===== src/rtl/ftb_pkg.sv =====
// Shared constants for the fractional timebase: bus widths, the register
// map and the positions of the control bits.
// Assumes a 32-bit register port with byte offsets.
package ftb_pkg;
    localparam int BUS_W   = 32;
    localparam int ADDR_W  = 8;
    localparam int SEL_BIT = 8;    // enable-source select
    localparam int DBL_BIT = 9;    // double step
    localparam logic [ADDR_W-1:0] OFF_CTRL   = 8'h00;
    localparam logic [ADDR_W-1:0] OFF_DIV    = 8'h08;
    localparam logic [ADDR_W-1:0] OFF_CNT_LO = 8'h20;
    localparam logic [ADDR_W-1:0] OFF_CNT_HI = 8'h24;
    localparam logic [BUS_W-1:0]  DIV_RESET  = 32'h8000_0000;
endpackage


===== src/rtl/ftb_regs.sv =====
// Register file for the timebase: holds the control bits and the divisor,
// decodes count-word writes and the low-word read, and registers read data.
// Assumes single-cycle strobes; bus_wr and bus_rd are not both high.
module ftb_regs
    import ftb_pkg::*;
#(
    parameter int DW = BUS_W,
    parameter int AW = ADDR_W
) (
    input  logic          clk,
    input  logic          rst_n,
    input  logic          bus_wr,
    input  logic          bus_rd,
    input  logic [AW-1:0] bus_addr,
    input  logic [DW-1:0] bus_wdata,
    input  logic [DW-1:0] cnt_lo,
    input  logic [DW-1:0] shadow_hi,
    output logic [DW-1:0] bus_rdata,
    output logic          src_sel,
    output logic          dbl_step,
    output logic [DW-1:0] div_eff,
    output logic          wr_lo,
    output logic          wr_hi,
    output logic          rd_lo
);
    localparam logic [DW-1:0] DIV_MIN = DW'(1) << (DW - 1);

    logic          sel_q, dbl_q;
    logic [DW-1:0] div_q;
    logic [DW-1:0] rd_mux;

    // Control and divisor registers, written through the port.
    always_ff @(posedge clk) begin
        if (!rst_n) begin
            sel_q <= 1'b0;
            dbl_q <= 1'b0;
            div_q <= DIV_RESET;
        end else if (bus_wr) begin
            if (bus_addr == OFF_CTRL) begin
                sel_q <= bus_wdata[SEL_BIT];
                dbl_q <= bus_wdata[DBL_BIT];
            end
            if (bus_addr == OFF_DIV) div_q <= bus_wdata;
        end
    end

    // Read-data multiplexer over the visible registers.
    always_comb begin
        rd_mux = '0;
        case (bus_addr)
            OFF_CTRL: begin
                rd_mux[SEL_BIT] = sel_q;
                rd_mux[DBL_BIT] = dbl_q;
            end
            OFF_DIV:    rd_mux = div_q;
            OFF_CNT_LO: rd_mux = cnt_lo;
            OFF_CNT_HI: rd_mux = shadow_hi;
            default:    rd_mux = '0;
        endcase
    end

    // Read data is registered on a read strobe and held otherwise.
    always_ff @(posedge clk) begin
        if (!rst_n)      bus_rdata <= '0;
        else if (bus_rd) bus_rdata <= rd_mux;
    end

    // Effective divisor never drops below 2^(DW-1).
    always_comb div_eff = (div_q < DIV_MIN) ? DIV_MIN : div_q;

    assign src_sel  = sel_q;
    assign dbl_step = dbl_q;
    assign wr_lo    = bus_wr && (bus_addr == OFF_CNT_LO);
    assign wr_hi    = bus_wr && (bus_addr == OFF_CNT_HI);
    assign rd_lo    = bus_rd && (bus_addr == OFF_CNT_LO);

    // a divisor write is visible in the next cycle.
    a_r9_div_write: assert property (@(posedge clk) disable iff (!rst_n)
        (bus_wr && bus_addr == OFF_DIV) |=> (div_q == $past(bus_wdata)));
    // reads of unmapped offsets return zero.
    a_r9_unmapped: assert property (@(posedge clk) disable iff (!rst_n)
        (bus_rd && bus_addr != OFF_CTRL && bus_addr != OFF_DIV &&
         bus_addr != OFF_CNT_LO && bus_addr != OFF_CNT_HI) |=> (bus_rdata == '0));
    // read data holds when no read strobe is given.
    a_r9_hold: assert property (@(posedge clk) disable iff (!rst_n)
        !bus_rd |=> $stable(bus_rdata));
endmodule


===== src/rtl/ftb_phase.sv =====
// Phase accumulator: on each enabled cycle adds INCR; when the sum reaches
// the effective divisor it subtracts the divisor and raises tick for that
// cycle.
// Assumes div_eff >= INCR, so one subtraction always brings the sum back in range.
module ftb_phase #(
    parameter int DW   = 32,
    parameter int PW   = DW + 1,
    parameter logic [PW-1:0] INCR = PW'(1) << (DW - 1)
) (
    input  logic          clk,
    input  logic          rst_n,
    input  logic          en,
    input  logic [DW-1:0] div_eff,
    output logic          tick
);
    logic [PW-1:0] acc_q, sum, div_ext;

    // Candidate sum and compare against the divisor.
    always_comb begin
        div_ext = PW'(div_eff);
        sum     = acc_q + INCR;
        tick    = en && (sum >= div_ext);
    end

    // Accumulator update: add on enable, subtract the divisor on a tick.
    always_ff @(posedge clk) begin
        if (!rst_n)    acc_q <= '0;
        else if (tick) acc_q <= sum - div_ext;
        else if (en)   acc_q <= sum;
    end

    // the effective divisor seen here is never below the increment.
    a_r6_clamp: assert property (@(posedge clk) disable iff (!rst_n)
        PW'(div_eff) >= INCR);
    // the accumulator never needs its top bit after an update.
    a_r4_acc_bound: assert property (@(posedge clk) disable iff (!rst_n)
        acc_q[PW-1] == 1'b0);
    // no tick without an enable.
    a_r7_tick_needs_en: assert property (@(posedge clk) disable iff (!rst_n)
        tick |-> en);
endmodule


===== src/rtl/ftb_count.sv =====
// The 64-bit time count with word presets and a captured high word for
// coherent two-word reads.
// Assumes a preset and a tick in the same cycle resolve in favour of the preset.
module ftb_count #(
    parameter int DW = 32,
    parameter int CW = 2 * DW
) (
    input  logic          clk,
    input  logic          rst_n,
    input  logic          tick,
    input  logic          dbl_step,
    input  logic          wr_lo,
    input  logic          wr_hi,
    input  logic          rd_lo,
    input  logic [DW-1:0] wdata,
    output logic [CW-1:0] cnt_q,
    output logic [DW-1:0] shadow_hi
);
    logic [CW-1:0] step;

    // Step size chosen by the control bit.
    always_comb step = dbl_step ? CW'(2) : CW'(1);

    // Count register: presets first, then ticks.
    always_ff @(posedge clk) begin
        if (!rst_n)     cnt_q <= '0;
        else if (wr_lo) cnt_q <= {cnt_q[CW-1:DW], wdata};
        else if (wr_hi) cnt_q <= {wdata, cnt_q[DW-1:0]};
        else if (tick)  cnt_q <= cnt_q + step;
    end

    // Capture of the high word when the low word is read.
    always_ff @(posedge clk) begin
        if (!rst_n)     shadow_hi <= '0;
        else if (rd_lo) shadow_hi <= cnt_q[CW-1:DW];
    end

    // the count holds without a tick or a preset.
    a_r7_idle: assert property (@(posedge clk) disable iff (!rst_n)
        (!tick && !wr_lo && !wr_hi) |=> $stable(cnt_q));
    // a tick adds the selected step.
    a_r3_step: assert property (@(posedge clk) disable iff (!rst_n)
        (tick && !wr_lo && !wr_hi) |=>
            (cnt_q == $past(cnt_q) + ($past(dbl_step) ? CW'(2) : CW'(1))));
    // a low-word read captures the high word of that cycle.
    a_r8_capture: assert property (@(posedge clk) disable iff (!rst_n)
        rd_lo |=> (shadow_hi == $past(cnt_q[CW-1:DW])));
    // a low-word preset lands regardless of a tick.
    a_r10_preset: assert property (@(posedge clk) disable iff (!rst_n)
        wr_lo |=> (cnt_q[DW-1:0] == $past(wdata)));
endmodule


===== src/rtl/frac_timebase.sv =====
// Top of the fractional timebase: selects the enable source, runs the
// phase accumulator and advances the 64-bit count behind a register port.
// Assumes both enables are already synchronous to clk.
module frac_timebase
    import ftb_pkg::*;
#(
    parameter int DW = BUS_W,
    parameter int AW = ADDR_W
) (
    input  logic            clk,
    input  logic            rst_n,
    input  logic            xtal_en,
    input  logic            core_en,
    input  logic            bus_wr,
    input  logic            bus_rd,
    input  logic [AW-1:0]   bus_addr,
    input  logic [DW-1:0]   bus_wdata,
    output logic [DW-1:0]   bus_rdata,
    output logic [2*DW-1:0] count
);
    localparam int CW = 2 * DW;

    logic          src_sel, dbl_step, wr_lo, wr_hi, rd_lo, en, tick;
    logic [DW-1:0] div_eff, shadow_hi;
    logic [CW-1:0] cnt_q;

    ftb_regs #(.DW(DW), .AW(AW)) i_regs (
        .clk, .rst_n, .bus_wr, .bus_rd, .bus_addr, .bus_wdata,
        .cnt_lo(cnt_q[DW-1:0]), .shadow_hi, .bus_rdata,
        .src_sel, .dbl_step, .div_eff, .wr_lo, .wr_hi, .rd_lo
    );

    // Enable-source selection.
    always_comb en = src_sel ? core_en : xtal_en;

    ftb_phase #(.DW(DW)) i_phase (
        .clk, .rst_n, .en, .div_eff, .tick
    );

    ftb_count #(.DW(DW)) i_count (
        .clk, .rst_n, .tick, .dbl_step, .wr_lo, .wr_hi, .rd_lo,
        .wdata(bus_wdata), .cnt_q, .shadow_hi
    );

    assign count = cnt_q;

    // a tick only ever follows the selected source.
    a_r2_source: assert property (@(posedge clk) disable iff (!rst_n)
        tick |-> (src_sel ? core_en : xtal_en));
    // at the minimum divisor every enabled cycle ticks.
    a_r5_one_to_one: assert property (@(posedge clk) disable iff (!rst_n)
        (en && div_eff == (DW'(1) << (DW - 1))) |-> tick);
endmodule


===== config.mk =====
export PLATFORM = sky130hd
export DESIGN_NAME = frac_timebase
export DESIGN_NICKNAME = d
export VERILOG_FILES = /design/src/rtl/ftb_pkg.sv /design/src/rtl/ftb_regs.sv /design/src/rtl/ftb_phase.sv /design/src/rtl/ftb_count.sv /design/src/rtl/frac_timebase.sv
export SDC_FILE = /design/constraint.sdc
export NUM_CORES = 1
export LEC_CHECK = 0
export ABC_AREA = 1
export CORE_MARGIN = 3
export CORE_UTILIZATION = 60
export CTS_BUF_LIST = sky130_fd_sc_hd__clkbuf_2 sky130_fd_sc_hd__clkbuf_4 sky130_fd_sc_hd__clkbuf_8
export DETAILED_ROUTE_END_ITERATION = 16
export PLACE_DENSITY = 0.84
export SYNTH_ARGS = -nofsm -noshare
export SYNTH_HDL_FRONTEND = slang
export SYNTH_HIERARCHICAL = 1
export SYNTH_SLANG_ARGS = --single-unit

===== constraint.sdc =====
create_clock -name clk -period 4.5 [get_ports clk]
set_clock_uncertainty 0.15 [all_clocks]
set_input_delay 0.675 -clock clk [delete_from_list [all_inputs] [get_ports clk]]
set_output_delay 0.675 -clock clk [all_outputs]
set_load 0.01 [all_outputs]

==> results of run 1 <==
## cell usage in the layout, fill, tap and decap left out, drive strengths merged, types with 7 or more instances in the layout
master	count
nand4	30
o21bai	9
clkbuf	19
a21oi	181
clkinv	8
ha	34
a31oi	7
nand2	658
and2	12
dfxtp	195
nor3	25
xnor2	20
clkdlybuf4s50	140
inv	237
nand3	191
o21ai	118
nand3b	9
nor2	366
buf	18
## path summary, 6_finish.rpt
path / endpoint / slack [ps]
max: i_count/cnt_q[24] / 530
min: i_regs/bus_rdata[2] / 330
max reg2reg: i_count/cnt_q[24] / 530
min reg2reg: i_regs/bus_rdata[2] / 330
## routing by layer
layer,track usage,vias to the layer above,share of wire
met4,0.1938,0,0.058
met5,0,-,0
li1,-,7211,-
met1,0.5281,6917,0.39
met2,0.6674,933,0.46
met3,0.06537,191,0.10
## flip-flops by register name, indices dropped and copies added (netlist names)
signal             cells
i_regs/src_sel         1
i_regs/div_q          32
i_phase/acc_q         33
i_regs/dbl_step        1
i_count/shadow_hi     32
i_count/cnt_q         64
i_regs/bus_rdata      32
## cell type report
class	count	area [µm²]	share of cell area
tap	280	350.3	0.02301
multi-input combinational	1686	8138	0.5345
clock buffer	19	255.2	0.01676
sequential	195	3904	0.2564
timing repair buffer	158	1534	0.1007
clock inverter	13	165.2	0.01085
inverter	234	879.6	0.05777
## worst max-delay path, delay by kind of cell, from the launching register on
| family | cells | cell delay (ps) |
|---|---|---|
| AO/OA/AOI/OAI | 3 | 380 |
| adder cells (fa/ha/maj) | 1 | 360 |
| buffers and inverters | 7 | 1020 |
| flip-flops | 1 | 360 |
| AND/OR/NAND/NOR | 14 | 1600 |
## cells by family after synthesis
family	synth area share
buffers and inverters	0.1007
other	0.0002803
xor gates and xnor gates	0.01702
DFF	0.2918
AOI/OAI and AO/OA	0.1362
adders and majority gates	0.03479
and+or+nand+nor	0.4192
## power breakdown
| part | switching (mW) | internal (mW) |
|---|---|---|
| clock network | 0.714 | 0.537 |
| registers | 0.0944 | 1.86 |
| logic | 2.51 | 1.20 |
| total | 3.31 | 3.60 |
==> reports/metrics.csv, run 1 <==
stage;metric;value;unit
finish;Total Nets Final;2374;
hold_path;worst min-delay path class;reg2reg;
setup_path;CP arrival;4200;ps
route;Via density;5.900;
setup_path;Crit-path slowest cell;dfxtp_1;
place;DP HPWL;38390;µm
clocking;clock buffer count from CTS;17;
sta;setup repair after global routing missed its margin;no;
route;Remaining DRCs;0;
sta;final setup vio count;0;
clocking;clock-pin slew on the worst setup and hold paths;110;ps
floorplan;Boundary Pins;142;
yosys;main flop type after synthesis;dfxtp_1;
clocking;CTS tree;built;
finish;Syn-to-layout area delta;13.80;%
yosys;ys async rst share;0;
sta;Final Slew Violations;0;
yosys;Synth top cells by count;nand2_1, nor2_1, inv_1;
finish;Design Area, Final;15230;µm²
clocking;Post-CTS Resized;0;
clocking;clock buffer depth;2;
setup_path;Worst EP required;4730;ps
clocking;Post-CTS Setup Bufs;0;
route;WL final;50200;µm
floorplan;Die Wd;155.3;µm
yosys;Netlist Area Pre-Place;13380;µm²
yosys;Post-synth EDFFs;0;
setup_path;Worst path max stage delay;360;ps
yosys;cell count after synthesis;2203;
sta;min Tclk post-route;3966;ps
setup_path;Worst setup SP type;flip-flop;
global_routing;largest net degree at the start of global routing;85;
sta;Fmax;252.2;MHz
setup_path;critical path class;reg2reg;
finish;layout cells sized above 1;0.07549;
power_and_ir_drop;Power Total;6.913;mW
clocking;worst skew pair latency;480;ps
clocking;# hold bufs at CTS;0;
floorplan;Initial Utilization;0.6112;
sta;setup TNS;0;ps
sta;Worst Slack Setup Final;534.5;ps
setup_path;largest fanout on the critical path;31;
yosys;Seq/Total Area, Yosys;0.2918;
global_routing;grt ovf;0;
power_and_ir_drop;pwr/cell area;454.0;nW/µm²
finish;final core occ;0.6955;
yosys;cell accounting for the most synthesized area;dfxtp_1;
yosys;Yosys warnings;6;
yosys;Syn Nets;2285;
clocking;clock sinks;195;
yosys;Seq cells post-synth;195;
power_and_ir_drop;Leakage;6.445;nW
setup_path;CP most frequent cell;nand2_1;
power_and_ir_drop;maximum vdd drop;0.0002629;V
hold_path;hold depth;2;
sta;worst rel slew slack;0.2186;
clocking;Root Buffer;clkbuf_8;
place;GP Congestion;1.044;
floorplan;site row count;54;
sta;endpoints failing hold;0;
yosys;Avg Inst Size Synth;6.073;µm²
yosys;most common cell in the netlist;nand2_1;
global_routing;vias in the first global route;14360;
global_routing;GRT Util Overall;0.4086;
setup_path;cells on worst reg2reg path;25;
yosys;Synth area leaders;dfxtp_1, nand2_1, nor2_1;
sta;final worst-path cycle share;0.8812;
sta;final hold slack;327.7;ps
place;Port Buffers;141;
sta;Slew @ Worst Pin;1171;ps
finish;ANT cells;0;
run;max cap viols;0;
route;post-route ant nets;0;
place;post-place instance area;14810;µm²
hold_path;Hold Startpoint;i_regs/bus_rdata[2];
floorplan;Core ar.;21890;µm²
yosys;post-synth top area share;0.2918;
global_routing;antenna violations before repair;0;
clocking;H-tree depth;4;
floorplan;Die Area;24130;µm²
setup_path;Worst Setup SP;i_regs/div_q[31];
finish;fillers;1934;
place;cell count after placement;2553;
setup_path;critical path endpoint category;flip-flop;
route;DR vias;15250;
place;Place WS;628.5;ps
setup_path;Critical R2R Launch;i_regs/div_q[31];
route;DRT iter0 DRCs;1879;
status;status;finished clean;
global_routing;first-pass GRT wire length;78280;µm
finish;Cell Count, Final, Fillers Out;2585;
floorplan;die height;155.3;µm
yosys;Distinct cells, synth;46;
route;WL per Instance;19.42;µm
route;Pre-antenna DRT Iters;7;
Note: power is estimated with default switching activity, not from simulation.
==> inputs of run 2 (changes only) <==
--- a/config.mk
+++ b/config.mk
@@ -9,6 +9,7 @@
 export CORE_MARGIN = 3
 export CORE_UTILIZATION = 60
 export CTS_BUF_LIST = sky130_fd_sc_hd__clkbuf_2 sky130_fd_sc_hd__clkbuf_4 sky130_fd_sc_hd__clkbuf_8
+export CTS_CLUSTER_SIZE = 8
 export DETAILED_ROUTE_END_ITERATION = 16
 export PLACE_DENSITY = 0.84
 export SYNTH_ARGS = -nofsm -noshare
==> results of run 2 <==
The final DEF is identical to that of run 1; final timing and power are the same.
